$ cat src/rtl/frac_su_mult.sv
module frac_su_mult #(
  parameter int W     = 16,
  parameter int GUARD = 4
) (
  input  logic                   clk,
  input  logic                   rst_n,
  input  logic                   start,
  input  logic                   uns_mode,
  input  logic                   int_mode,
  input  logic [W-1:0]           op_a,
  input  logic [W-1:0]           op_b,
  output logic [2*W+GUARD-1:0]   result,
  output logic                   done
);

  localparam int PW    = 2 * W;
  localparam int ACC_W = PW + GUARD;

  typedef enum logic [2:0] {S_IDLE, S_MULT, S_CORR, S_SHIFT, S_DONE} st_t;

  st_t              st_q, st_d;
  logic [W-1:0]     a_q, b_q;
  logic             uns_q, int_q;
  logic [ACC_W-1:0] acc_q;

  wire accept    = start && (st_q == S_IDLE || st_q == S_DONE);
  wire need_corr = uns_q && a_q[W-1];

  wire [W-1:0] a_eff = uns_q ? {1'b0, a_q[W-2:0]} : a_q;

  wire signed [PW-1:0] a_ext = {{W{a_eff[W-1]}}, a_eff};
  wire signed [PW-1:0] b_ext = {{W{1'b0}}, b_q};
  wire signed [PW-1:0] prod  = a_ext * b_ext;

  wire [ACC_W-1:0] frac_prod = {{(GUARD-1){prod[PW-1]}}, prod, 1'b0};
  wire [ACC_W-1:0] corr_term = {{GUARD{1'b0}}, b_q, {W{1'b0}}};

  always_comb begin
    st_d = st_q;
    case (st_q)
      S_IDLE:  if (accept) st_d = S_MULT;
      S_MULT:  st_d = need_corr ? S_CORR : (int_q ? S_SHIFT : S_DONE);
      S_CORR:  st_d = int_q ? S_SHIFT : S_DONE;
      S_SHIFT: st_d = S_DONE;
      S_DONE:  st_d = accept ? S_MULT : S_IDLE;
      default: st_d = S_IDLE;
    endcase
  end

  always_ff @(posedge clk or negedge rst_n) begin
    if (!rst_n) begin
      st_q  <= S_IDLE;
      a_q   <= '0;
      b_q   <= '0;
      uns_q <= 1'b0;
      int_q <= 1'b0;
      acc_q <= '0;
    end else begin
      st_q <= st_d;
      if (accept) begin
        a_q   <= op_a;
        b_q   <= op_b;
        uns_q <= uns_mode;
        int_q <= int_mode;
      end
      case (st_q)
        S_MULT:  acc_q <= frac_prod;
        S_CORR:  acc_q <= acc_q + corr_term;
        S_SHIFT: acc_q <= {acc_q[ACC_W-1], acc_q[ACC_W-1:1]};
        default: ;
      endcase
    end
  end

  assign result = acc_q;
  assign done   = (st_q == S_DONE);

  assert_frac_lsb_R2: assert property (@(posedge clk) disable iff (!rst_n)
    (done && !int_q) |-> !result[0]);

  assert_uns_nonneg_R3: assert property (@(posedge clk) disable iff (!rst_n)
    (done && uns_q) |-> !result[ACC_W-1]);

  assert_shift_int_only_R4: assert property (@(posedge clk) disable iff (!rst_n)
    (st_q == S_SHIFT) |-> int_q);

  assert_corr_when_needed_R5: assert property (@(posedge clk) disable iff (!rst_n)
    (st_q == S_CORR) |-> (uns_q && a_q[W-1]));

  assert_done_pulse_R6: assert property (@(posedge clk) disable iff (!rst_n)
    done |=> !done);

  assert_hold_result_R6: assert property (@(posedge clk) disable iff (!rst_n)
    (st_q == S_IDLE || st_q == S_DONE) |=> $stable(acc_q));

  assert_busy_ignore_R7: assert property (@(posedge clk) disable iff (!rst_n)
    (st_q == S_MULT || st_q == S_CORR || st_q == S_SHIFT) |=> $stable(a_q) && $stable(b_q));

endmodule

$ cat config.mk
export PLATFORM = sky130hd
export DESIGN_NAME = frac_su_mult
export DESIGN_NICKNAME = d
export VERILOG_FILES = /design/src/rtl/frac_su_mult.sv
export SDC_FILE = /design/constraint.sdc
export NUM_CORES = 1
export LEC_CHECK = 0
export ABC_AREA = 1
export BUFFER_PORTS_ARGS = -buffer_cell sky130_fd_sc_hd__buf_2
export CELL_PAD_IN_SITES_DETAIL_PLACEMENT = 1
export CELL_PAD_IN_SITES_GLOBAL_PLACEMENT = 1
export CORE_UTILIZATION = 40
export CTS_CLUSTER_SIZE = 12
export DETAILED_ROUTE_END_ITERATION = 8
export PLACE_DENSITY_LB_ADDON = 0.2
export SYNTH_ARGS = -nofsm -noshare
export SYNTH_HDL_FRONTEND = slang
export SYNTH_SLANG_ARGS = --single-unit
$ cat constraint.sdc
create_clock -name clk -period 6.15 [get_ports clk]
set_clock_uncertainty 0.2 [all_clocks]
set_input_delay 0.615 -clock clk [delete_from_list [all_inputs] [get_ports clk]]
set_output_delay 0.615 -clock clk [all_outputs]
set_load 0.01 [all_outputs]
==> metrics.md, run 1 <==
| Metric | Value |
|---|---|
| Status | `finished, final reports clean` |
| Share of layout cells above drive strength 1 | `13.1%` |
| Met1 track demand over resource | `36.3%` |
| Area of the mapped netlist | `13,900 um2` |
| Gp weighted congestion | `about 0.89` |
| Number of endpoints failing setup at the final stage | `0` |
| Most frequent cell after synthesis | `sky130_fd_sc_hd__nand2_1` |
| Starting Density | `41.0%` |
| Root buffer cell | `sky130_fd_sc_hd__clkbuf_16` |
| Global Route met2 Usage | `about half` |
| Synthesized area divided by synthesized cell count | `between 7 and 8 um2` |
| Share of synthesized flip-flops with an asynchronous set or reset | `100%` |
| Clock insertion delay at the later pin of the skew report | `approximately 0.38 ns` |
| Busiest layer in global routing | `met2` |
| Post-synthesis sequential element count | `73` |
| Worst endpoint data arrival time | `about 6.0 ns` |
| Ys flop type | `sky130_fd_sc_hd__dfrtp_1` |
| Critical-path top delay cell | `sky130_fd_sc_hd__fa_1` |
| HP Class | `in2reg` |
| Most repeated library cell on the critical path | `sky130_fd_sc_hd__fa_1` |
| Clock transition at the registers of the reported paths | `0.07 ns` |
| DIE HEIGHT | `188 um` |
| TritonCTS buffer count | `9` |
| Cell row count | `67` |
| Unrepaired setup endpoints after global routing | `no` |
| Net count reported at finish | `between 2,000 and 2,500` |
| Diodes inserted | `0` |
| Clock H-tree levels | `3` |
| Sequential area share after synthesis | `around an eighth` |
| Overall Global Routing Usage | `between 20 and 30%` |
| Number of failing hold endpoints at the final stage | `0` |
| Dominant delay contributor by cell family on the critical path | `adder cells` |
| Post-detailed-route count of antenna-violating nets | `0` |
| Routing usage on met3 | `around 2.2%` |
| WS Path Type | `reg2reg` |
| Top-level I/O count | `74` |
| Die Footprint | `between 30,000 and 40,000 um2` |
| Sequential standard cell area | `around 1800 um2` |
| Relative area change from synthesis to final layout | `11.2%` |
| Buffers and inverters on the worst path | `6` |
| Total wire length | `about 47,000 um` |
| Number of filler instances in the final layout | `about 4,300` |
| Share of the synthesized area in the top cell type | `between 20% and 30%` |
| GRT overflow | `0` |
| MaxCap Viol Count | `0` |
| Number of different library cells in the post-synthesis netlist | `between 40 and 50` |
| Top cells by area in the synthesized netlist | `sky130_fd_sc_hd__fa_1 28%, sky130_fd_sc_hd__nand2_1 14%, sky130_fd_sc_hd__dfrtp_1 13%` |
| Vias in the first global route | `13,784` |
| Tcrit/Tclk final | `96.2%` |
| Max FO, Critical Path | `10` |
| Pin count of the biggest net entering global routing | `54` |
| Sequence of cells on the critical path | `buf_4 -> nand2_1 -> inv_1 -> fa_1 -> inv_1 -> fa_1 -> fa_1 -> inv_1 -> fa_1 -> fa_1 -> inv_1 -> fa_1 -> inv_1 -> ha_2 -> nand2_2 -> nor2_1 -> nand2_1 -> nor2_1 -> nand2_1 -> nand4_1 -> nand3_1 -> a21oi_1` |
| Horizontal die dimension | `approximately 190 um` |
| Post-DR wirelength/cell | `between 15 and 20 um` |
| Pre-antenna DRT Iters | `5` |
| Type of origin of the critical path | `flip-flop` |
| Vias | `between 10,000 and 15,000` |
| Fmax | `roughly 0.17 GHz` |
| Buffer levels on the longest clock path | `2` |
| Area inside the core boundary | `33,800 um2` |
| Post-route DRC | `0` |
| Yosys warning total | `0` |
| Placed wire-length estimate | `between 30,000 and 40,000 um` |
| Final slew viol count | `0` |
| Placed instance area | `approximately 15,000 um2` |
| Synth Instances | `roughly 1,900` |
| Slowest cell delay on critical path | `between 0.5 and 0.6 ns` |
| CTS sink count | `73` |
| Number of enable flip-flop cells after synthesis | `0` |
| Setup crit end kind | `flip-flop` |
| Top post-synthesis cells by count | `526 x sky130_fd_sc_hd__nand2_1, 481 x sky130_fd_sc_hd__inv_1, 195 x sky130_fd_sc_hd__fa_1` |
| Finished layout cell area | `~15,000 um2` |
| Worst-margin pin slew | `about 0.8 ns` |
| Cell taking the most area after synthesis | `sky130_fd_sc_hd__fa_1` |
| TritonCTS clock tree | `yes` |
| Period minus WS final | `5.91 ns` |
| Count of buffers from port buffering | `73` |
| Net Count, Synth | `between 2,000 and 2,500` |
| Antenna violations before repair | `1` |
| Post-detailed-route via-to-cell ratio | `approximately 5` |
| First-pass GRT wire length | `roughly 76,000 um` |
| Starting DRC count in detailed routing | `between 600 and 700` |
| Multi-input logic area | `9930 um2` |
| Worst Path Required | `just over 6 ns` |
| Worst max-slew margin expressed relative to the limit | `between 40% and 50%` |
## placed cells by master (no fill, tap or decap), types with 16 or more instances in the layout
cell / synthesis / routed
sky130_fd_sc_hd__mux2_2: 32 / 32
sky130_fd_sc_hd__a21oi_1: 84 / 82
sky130_fd_sc_hd__o21ai_0: 22 / 20
sky130_fd_sc_hd__dfrtp_1: 73 / 57
sky130_fd_sc_hd__buf_4: 1 / 76
sky130_fd_sc_hd__ha_1: 133 / 130
sky130_fd_sc_hd__nor2_1: 107 / 102
sky130_fd_sc_hd__inv_1: 481 / 481
sky130_fd_sc_hd__nand3_1: 78 / 78
sky130_fd_sc_hd__fa_1: 195 / 195
sky130_fd_sc_hd__or2_2: 16 / 16
sky130_fd_sc_hd__nand2_1: 526 / 522
sky130_fd_sc_hd__buf_2: 7 / 72
## sequential cells by signal, indices dropped and copies added (netlist names)
signal / flops
result: 36
int_q: 1
uns_q: 1
a_q: 16
b_q: 16
st_q: 3
## final cells by class
type,instances,share of cell area (%)
clock buffers,11,1.57
flip-flops and latches,73,12.0
well taps,448,3.64
clock inverters,5,0.406
repair buffers,149,6.10
multi-input cells,1265,64.4
inverters,486,11.9
## metal layers
layer / up-vias / wire, um
met5: - / 0
met4: 0 / 814
met3: 43 / 1300
met2: 221 / 24200
met1: 6347 / 20800
li1: 5778 / -
## per-stage QoR
| step | hold WS (ns) | TNS [ns] | instances | worst slack [ns] | util [%] |
|---|---|---|---|---|---|
| finish | 0.278 | 0 | 2437 | 0.235 | 45.6 |
| global route | 0.271 | 0 | 2437 | 0.00376 | 45.6 |
| CTS | 0.266 | 0 | 2436 | 0.0144 | 45.4 |
| detailed placement | 0.308 | -0.146 | 2419 | -0.0641 | 44.5 |
| global placement | 0.274 | -0.0262 | 2419 | -0.0262 | 44.5 |
| floorplan | 0.119 | 0 | 1902 | 0.492 | - |
## logic make-up after synthesis
family | share of synthesized area, %
AOI/OAI and AO/OA | 5.57
xor gates and xnor gates | 0.442
adders and majority gates | 40.2
buffers and inverters | 15.5
DFF | 13.2
muxes | 2.60
and+or+nand+nor | 22.5
## what timing repair did
| item | CTS | global route |
|---|---|---|
| setup endpoints to repair | 8 | 18 |
| pin swaps | 0 | 1 |
| hold endpoints to repair | 6 | 0 |
| resized for setup | 8 | 27 |
| setup buffers | 0 | 1 |
| hold buffers | 1 | 0 |
## path summary, 6_finish.rpt
path | end | cells past startpoint | from | slack (ns)
max in group asynchronous | a_q[10] | 3 | rst_n | 3.96
setup reg to reg | result[25] | 22 | b_q[7] | 0.24
hold / removal | b_q[7] | 2 | op_b[7] | 0.28
hold reg to reg | result[0] | 2 | result[0] | 0.31
setup / recovery | result[25] | 22 | b_q[7] | 0.24
min in group asynchronous | result[13] | 2 | rst_n | 0.52
Power of run 1 is not shown: default switching activity piles up to over one toggle a cycle in this logic, so the estimate is an artifact.
==> run 2, diff against run 1 <==
--- a/config.mk
+++ b/config.mk
@@ -12,6 +12,7 @@
 export CORE_UTILIZATION = 40
 export CTS_CLUSTER_SIZE = 12
 export DETAILED_ROUTE_END_ITERATION = 8
+export GPL_TIMING_DRIVEN = 0
 export PLACE_DENSITY_LB_ADDON = 0.2
 export SYNTH_ARGS = -nofsm -noshare
 export SYNTH_HDL_FRONTEND = slang
==> metrics.md, run 2 (synthesis results as in run 1) <==
| Metric | Value |
|---|---|
| Status | `finished, final reports clean (unchanged)` |
| Count of buffers from port buffering | `73 (unchanged)` |
| Commonest cells after routing, fill and taps aside | `521 x sky130_fd_sc_hd__nand2_1, 480 x sky130_fd_sc_hd__inv_1, 191 x sky130_fd_sc_hd__fa_1, 123 x sky130_fd_sc_hd__ha_1, 101 x sky130_fd_sc_hd__nor2_1 (was 522 x sky130_fd_sc_hd__nand2_1, 481 x sky130_fd_sc_hd__inv_1, 195 x sky130_fd_sc_hd__fa_1, 130 x sky130_fd_sc_hd__ha_1, 102 x sky130_fd_sc_hd__nor2_1)` |
| Worst-margin pin slew | `0.721 ns (was 0.823 ns)` |
| Worst max-slew margin expressed relative to the limit | `51.9% (was 45.1%)` |
| Cell row count | `67 (unchanged)` |
| Number of failing hold endpoints at the final stage | `0 (unchanged)` |
| Setup crit end kind | `flip-flop (unchanged)` |
| Net count reported at finish | `2,354 (was 2,349)` |
| HP Class | `in2reg (unchanged)` |
| Max reg flops | `36 (unchanged)` |
| Overall Global Routing Usage | `28.3% (was 28.0%)` |
| Clock transition at the registers of the reported paths | `0.08 ns (was 0.07 ns)` |
| Max FO, Critical Path | `10 (unchanged)` |
| Post-route non-filler standard cell count | `2,441 (was 2,437)` |
| Type of origin of the critical path | `flip-flop (unchanged)` |
| Fmax | `0.167 GHz (was 0.169 GHz)` |
| GRT overflow | `0 (unchanged)` |
| WS Path Type | `reg2reg (unchanged)` |
| Root buffer cell | `sky130_fd_sc_hd__clkbuf_16 (unchanged)` |
| Area inside the core boundary | `33,800 um2 (unchanged)` |
| Sequential standard cell area | `1850 um2 (about the same)` |
| Post-detailed-route via-to-cell ratio | `5.11 (was 5.08)` |
| Die Footprint | `35,400 um2 (unchanged)` |
| Top-level I/O count | `74 (unchanged)` |
| Starting DRC count in detailed routing | `514 (was 615)` |
| Relative area change from synthesis to final layout | `13.5% (was 11.2%)` |
| Dominant delay contributor by cell family on the critical path | `adder cells (unchanged)` |
| Gp weighted congestion | `0.903 (was 0.888)` |
| Post-DR wirelength/cell | `19.4 um (was 19.3 um)` |
| Final slew viol count | `0 (unchanged)` |
| Sequence of cells on the critical path | `clkbuf_4 -> buf_4 -> nand2_1 -> inv_1 -> fa_1 -> inv_1 -> fa_1 -> fa_1 -> inv_1 -> ha_1 -> fa_1 -> fa_1 -> ha_1 -> a21oi_2 -> nand2_1 -> nand2_1 -> nand3_4 -> nand2_1 -> nand3_1 -> nand3_4 -> nand3_1 -> nand2_1 -> inv_1 (was buf_4 -> nand2_1 -> inv_1 -> fa_1 -> inv_1 -> fa_1 -> fa_1 -> inv_1 -> fa_1 -> fa_1 -> inv_1 -> fa_1 -> inv_1 -> ha_2 -> nand2_2 -> nor2_1 -> nand2_1 -> nor2_1 -> nand2_1 -> nand4_1 -> nand3_1 -> a21oi_1)` |
| Most frequent standard cell in the layout excluding fill and tap cells | `sky130_fd_sc_hd__nand2_1 (unchanged)` |
| Critical Path Sink | `result[34] (was result[25])` |
| Tcrit/Tclk final | `97.2% (was 96.2%)` |
| CTS sink count | `73 (unchanged)` |
| Clock insertion delay at the later pin of the skew report | `0.37 ns (was 0.38 ns)` |
| Setup TNS | `0 ns (unchanged)` |
| Horizontal die dimension | `188 um (unchanged)` |
| Crit path from | `b_q[4] (was b_q[7])` |
| Post-route DRC | `0 (unchanged)` |
| Post-detailed-route count of antenna-violating nets | `0 (unchanged)` |
| Multi-input logic area | `10,100 um2 (was 9930 um2)` |
| Share of layout cells above drive strength 1 | `14.1% (was 13.1%)` |
| Slowest cell delay on critical path | `0.58 ns (was 0.51 ns)` |
| TritonCTS clock tree | `yes (unchanged)` |
| Reg2reg setup slack | `0.17 ns (was 0.24 ns)` |
| Starting Density | `41.0% (unchanged)` |
| Diodes inserted | `0 (unchanged)` |
| Pin count of the biggest net entering global routing | `59 (was 54)` |
| Placed wire-length estimate | `40,200 um (was 39,500 um)` |
| Clock H-tree levels | `3 (unchanged)` |
| Pre-antenna DRT Iters | `5 (unchanged)` |
| Total placed cells including tap cells | `2,424 (was 2,419)` |
| Vias in the first global route | `13,627 (was 13,784)` |
| First-pass GRT wire length | `75,800 um (was 76,100 um)` |
| Worst Path Required | `6.21 ns (was 6.23 ns)` |
| Count of cells along the worst register-to-register path | `23 (was 22)` |
| TritonCTS buffer count | `9 (unchanged)` |
| Stages on the worst setup path | `23 (was 22)` |
| Minimum hold slack | `0.268 ns (was 0.278 ns)` |
| Number of filler instances in the final layout | `4,262 (was 4,303)` |
| Critical-path top delay cell | `sky130_fd_sc_hd__fa_1 (unchanged)` |
| Number of endpoints failing setup at the final stage | `0 (unchanged)` |
| FF-to-FF End | `result[34] (was result[25])` |
| Worst endpoint data arrival time | `6.04 ns (was 6.00 ns)` |
| Source of the worst register-to-register timing path | `b_q[4] (was b_q[7])` |
| Total wire length | `47,500 um (was 47,200 um)` |
| Antenna violations before repair | `0 (was 1)` |
| MaxCap Viol Count | `0 (unchanged)` |
| Buffer levels on the longest clock path | `2 (unchanged)` |
| Buffers and inverters on the worst path | `6 (unchanged)` |
| Period minus WS final | `5.98 ns (was 5.91 ns)` |
| DIE HEIGHT | `188 um (unchanged)` |
| Vias | `12,462 (was 12,389)` |
==> run 2: cell types whose count changed in the layout (fill, tap and decap cells not counted), moves of 6 or more <==
cell | before | now
sky130_fd_sc_hd__buf_8 | 0 | 7
sky130_fd_sc_hd__ha_4 | 0 | 7
sky130_fd_sc_hd__buf_4 | 76 | 32
sky130_fd_sc_hd__clkbuf_8 | 1 | 11
sky130_fd_sc_hd__buf_2 | 72 | 80
sky130_fd_sc_hd__a21oi_1 | 82 | 76
sky130_fd_sc_hd__ha_1 | 130 | 123
sky130_fd_sc_hd__clkbuf_4 | 0 | 9
==> run 2: worst min-delay path by stage <==
stage / from / to / cells after the start
after floorplan: rst_n / a_q[0] / 0
after global placement: result[0] / result[0] / 2
after detailed placement: result[0] / result[0] / 2
after CTS: op_a[14] / a_q[14] / 2
after global routing: op_a[7] / a_q[7] / 2
final: op_a[14] / a_q[14] / 2
==> run 2: repair_timing <==
action	CTS	global route
setup endpoints to repair	25	22
endpoints found under the hold margin	15	0
buffers inserted	0	21
pin swaps	0	3
gates resized for setup	131	70
hold buffers	1	0
==> run 2: metrics by stage <==
step / area, um2 / worst slack (ns) / util (%)
global placement: 14800 / -1.03 / 43.8
global route: 15700 / -0.00175 / 46.6
CTS: 15400 / -0.0245 / 45.7
floorplan: 13900 / 0.492 / -
detailed placement: 14800 / -1.19 / 43.9
finish: 15700 / 0.172 / 46.6
==> run 2: final cells by class <==
cell class,instances,area share (%)
multi-input cells,1265,64.2
clock inverters,5,0.358
well taps,448,3.56
repair buffers,96,3.58
inverters,486,11.6
flip-flops and latches,73,11.7
clock buffers,10,1.52
plain buffers,58,3.38
==> run 2: worst reg2reg max path: cells and delay by family, from the launching register on <==
kind | cells | cell delay, ns
adders and majority gates | 7 | 3.26
AOI/OAI and AO/OA | 1 | 0.35
DFF | 1 | 0.39
and+or+nand+nor | 9 | 1.04
buffers and inverters | 6 | 0.64
==> run 2: routing by layer <==
layer | share of wire [%] | global-route usage, % | up-vias
met5 | 0 | 0 | -
met4 | 2.9 | 9.07 | 0
met3 | 4.6 | 4.43 | 79
met2 | 49 | 48.7 | 254
met1 | 43 | 36.3 | 6348
li1 | - | - | 5781
Power of run 2 is left out for the same reason.
==> run 3, diff against run 2 <==
--- a/config.mk
+++ b/config.mk
@@ -9,7 +9,8 @@
 export BUFFER_PORTS_ARGS = -buffer_cell sky130_fd_sc_hd__buf_2
 export CELL_PAD_IN_SITES_DETAIL_PLACEMENT = 1
 export CELL_PAD_IN_SITES_GLOBAL_PLACEMENT = 1
-export CORE_UTILIZATION = 40
+export CORE_UTILIZATION = 45
+export CTS_BUF_LIST = sky130_fd_sc_hd__clkbuf_2
 export CTS_CLUSTER_SIZE = 12
 export DETAILED_ROUTE_END_ITERATION = 8
 export GPL_TIMING_DRIVEN = 0
==> metrics.md, run 3 (synthesis results as in run 1) <==
| Metric | Value |
|---|---|
| Most frequent standard cell in the layout excluding fill and tap cells | `sky130_fd_sc_hd__nand2_1 (unchanged)` |
| Vias in the first global route | `13,729 (was 13,627)` |
| Pre-antenna DRT Iters | `5 (unchanged)` |
| Post-route non-filler standard cell count | `2,426 (was 2,441)` |
| Clock transition at the registers of the reported paths | `0.23 ns (was 0.08 ns)` |
| Placed wire-length estimate | `40,700 um (was 40,200 um)` |
| Wire length on met1 | `21,000 um (was 20,500 um)` |
| Gp weighted congestion | `0.965 (was 0.903)` |
| DIE HEIGHT | `178 um (was 188 um)` |
| Post-layout worst setup margin | `0.145 ns (was 0.172 ns)` |
| Overall Global Routing Usage | `32.8% (was 28.3%)` |
| Total placed cells including tap cells | `2,366 (was 2,424)` |
| Share of layout cells above drive strength 1 | `15.3% (was 14.1%)` |
| Worst max-slew margin expressed relative to the limit | `47.8% (was 51.9%)` |
| Top-level I/O count | `74 (unchanged)` |
| TritonCTS buffer count | `9 (unchanged)` |
| Max FO, Critical Path | `10 (unchanged)` |
| Count of cells along the worst register-to-register path | `24 (was 23)` |
| Number of failing hold endpoints at the final stage | `0 (unchanged)` |
| Worst Hold Endpoint | `b_q[14] (was a_q[14])` |
| Highest metal used | `met5 (was met4)` |
| Source of the worst register-to-register timing path | `b_q[5] (was b_q[4])` |
| GRT overflow | `0 (unchanged)` |
| Sequence of cells on the critical path | `clkbuf_8 -> clkbuf_8 -> nand2_1 -> inv_1 -> fa_1 -> fa_1 -> ha_1 -> inv_1 -> fa_1 -> inv_1 -> fa_1 -> inv_1 -> fa_1 -> inv_1 -> ha_1 -> a21oi_2 -> inv_1 -> o21ai_0 -> nand3_1 -> nand2_1 -> nand2_1 -> nand2_1 -> nand3_1 -> a21oi_1 (was clkbuf_4 -> buf_4 -> nand2_1 -> inv_1 -> fa_1 -> inv_1 -> fa_1 -> fa_1 -> inv_1 -> ha_1 -> fa_1 -> fa_1 -> ha_1 -> a21oi_2 -> nand2_1 -> nand2_1 -> nand3_4 -> nand2_1 -> nand3_1 -> nand3_4 -> nand3_1 -> nand2_1 -> inv_1)` |
| Die Footprint | `31,500 um2 (was 35,400 um2)` |
| Critical-path top delay cell | `sky130_fd_sc_hd__fa_1 (unchanged)` |
| Worst-margin pin slew | `0.784 ns (was 0.721 ns)` |
| Max reg flops | `36 (unchanged)` |
| HP Class | `in2reg (unchanged)` |
| Relative area change from synthesis to final layout | `14.8% (was 13.5%)` |
| Total wire length | `50,100 um (was 47,500 um)` |
| TritonCTS clock tree | `yes (unchanged)` |
| Commonest cells after routing, fill and taps aside | `518 x sky130_fd_sc_hd__nand2_1, 479 x sky130_fd_sc_hd__inv_1, 190 x sky130_fd_sc_hd__fa_1, 124 x sky130_fd_sc_hd__ha_1, 99 x sky130_fd_sc_hd__nor2_1 (was 521 x sky130_fd_sc_hd__nand2_1, 480 x sky130_fd_sc_hd__inv_1, 191 x sky130_fd_sc_hd__fa_1, 123 x sky130_fd_sc_hd__ha_1, 101 x sky130_fd_sc_hd__nor2_1)` |
| Slowest cell delay on critical path | `0.58 ns (about the same)` |
| Horizontal die dimension | `178 um (was 188 um)` |
| Source of the worst hold timing path | `op_b[14] (was op_a[14])` |
| Worst hold path depth | `2 (unchanged)` |
| Setup slack after placement | `-1.17 ns (was -1.19 ns)` |
| Post-DR wirelength/cell | `20.7 um (was 19.4 um)` |
| Clock H-tree levels | `3 (unchanged)` |
| Count of buffers from port buffering | `73 (unchanged)` |
| Post-detailed-route via-to-cell ratio | `5.30 (was 5.11)` |
| Most repeated library cell on the critical path | `sky130_fd_sc_hd__inv_1` |
| Net count reported at finish | `2,395 (was 2,354)` |
| Vias | `12,856 (was 12,462)` |
| Post-detailed-route count of antenna-violating nets | `0 (unchanged)` |
| Area inside the core boundary | `30,000 um2 (was 33,800 um2)` |
| Fmax | `0.167 GHz (about the same)` |
| Worst endpoint data arrival time | `6.35 ns (was 6.04 ns)` |
| Post-route DRC | `0 (unchanged)` |
| First-pass GRT wire length | `76,600 um (was 75,800 um)` |
| FF-to-FF End | `result[19] (was result[34])` |
| Length of routed met2 wiring | `25,300 um (was 23,400 um)` |
| Final slew viol count | `0 (unchanged)` |
| CTS sink count | `73 (unchanged)` |
| Starting DRC count in detailed routing | `647 (was 514)` |
| Starting Density | `46.3% (was 41.0%)` |
| Type of origin of the critical path | `flip-flop (unchanged)` |
| Tcrit/Tclk final | `97.6% (was 97.2%)` |
| Buffers and inverters on the worst path | `8 (was 6)` |
| Clock insertion delay at the later pin of the skew report | `0.65 ns (was 0.37 ns)` |
| MaxCap Viol Count | `0 (unchanged)` |
| Met3 WL | `2460 um (was 2170 um)` |
| Pin count of the biggest net entering global routing | `63 (was 59)` |
| WS Path Type | `reg2reg (unchanged)` |
| Cell row count | `63 (was 67)` |
| Root buffer cell | `sky130_fd_sc_hd__clkbuf_2 (was sky130_fd_sc_hd__clkbuf_16)` |
| Status | `finished, final reports clean (unchanged)` |
| Period minus WS final | `6.00 ns (was 5.98 ns)` |
| Worst Path Required | `6.49 ns (was 6.21 ns)` |
| Dominant delay contributor by cell family on the critical path | `adder cells (unchanged)` |
| Setup crit end kind | `flip-flop (unchanged)` |
| Number of endpoints failing setup at the final stage | `0 (unchanged)` |
| Buffer levels on the longest clock path | `2 (unchanged)` |
| Antenna violations before repair | `2 (was 0)` |
| Reg2reg setup slack | `0.15 ns (was 0.17 ns)` |
==> run 3: layout make-up <==
class,instances,area [um2]
diodes,2,5.00
multi-input cells,1265,10100
repair buffers,133,898
fillers,3826,14000
flip-flops and latches,73,1850
plain buffers,62,561
well taps,390,488
clock inverters,5,104
clock buffers,10,50.0
inverters,486,1830
==> run 3: worst max-delay path by stage <==
stage,cells past startpoint,to,slack [ns],start
after floorplan,25,result[33],0.49,b_q[7]
after global placement,23,result[34],-0.99,b_q[13]
after detailed placement,25,result[34],-1.17,b_q[14]
after CTS,24,result[20],0.02,b_q[7]
after global routing,25,result[33],-0.02,b_q[15]
final,24,result[19],0.15,b_q[5]
==> run 3: timing repair <==
item,CTS,global route
hold buffers,19,5
pin swaps,0,9
setup buffers,17,18
endpoints found under the setup margin,25,21
endpoints found under the hold margin,91,5
resized for setup,130,70
==> run 3: through the flow <==
stage                     setup TNS [ns]  instance area (um2)  utilization, %  hold WS, ns
after floorplan                        0                13900               -        0.119
after global placement            -18.12                14700            49.1        0.266
after detailed placement          -22.12                14700            49.2        0.288
after CTS                              0                15500            51.8     0.000887
after global routing             -0.0728                15900            53.1      0.00145
final                                  0                15900            53.2       0.0289
==> run 3: worst reg2reg max path: cells and delay by family (launching register included) <==
family          cells  cell delay [ns]
compound gates      3             0.69
fa+ha+maj           7             3.11
buf+inv             8             0.77
flops               1             0.46
simple gates        6             0.68
==> run 3: routing by layer <==
metal  vias to the layer above  track usage, %
met3                        75            4.16
li1                       5891               -
met1                      6554            41.7
met2                       334            57.6
met5                         -               0
met4                         2            10.1
Power of run 3 is left out for the same reason.
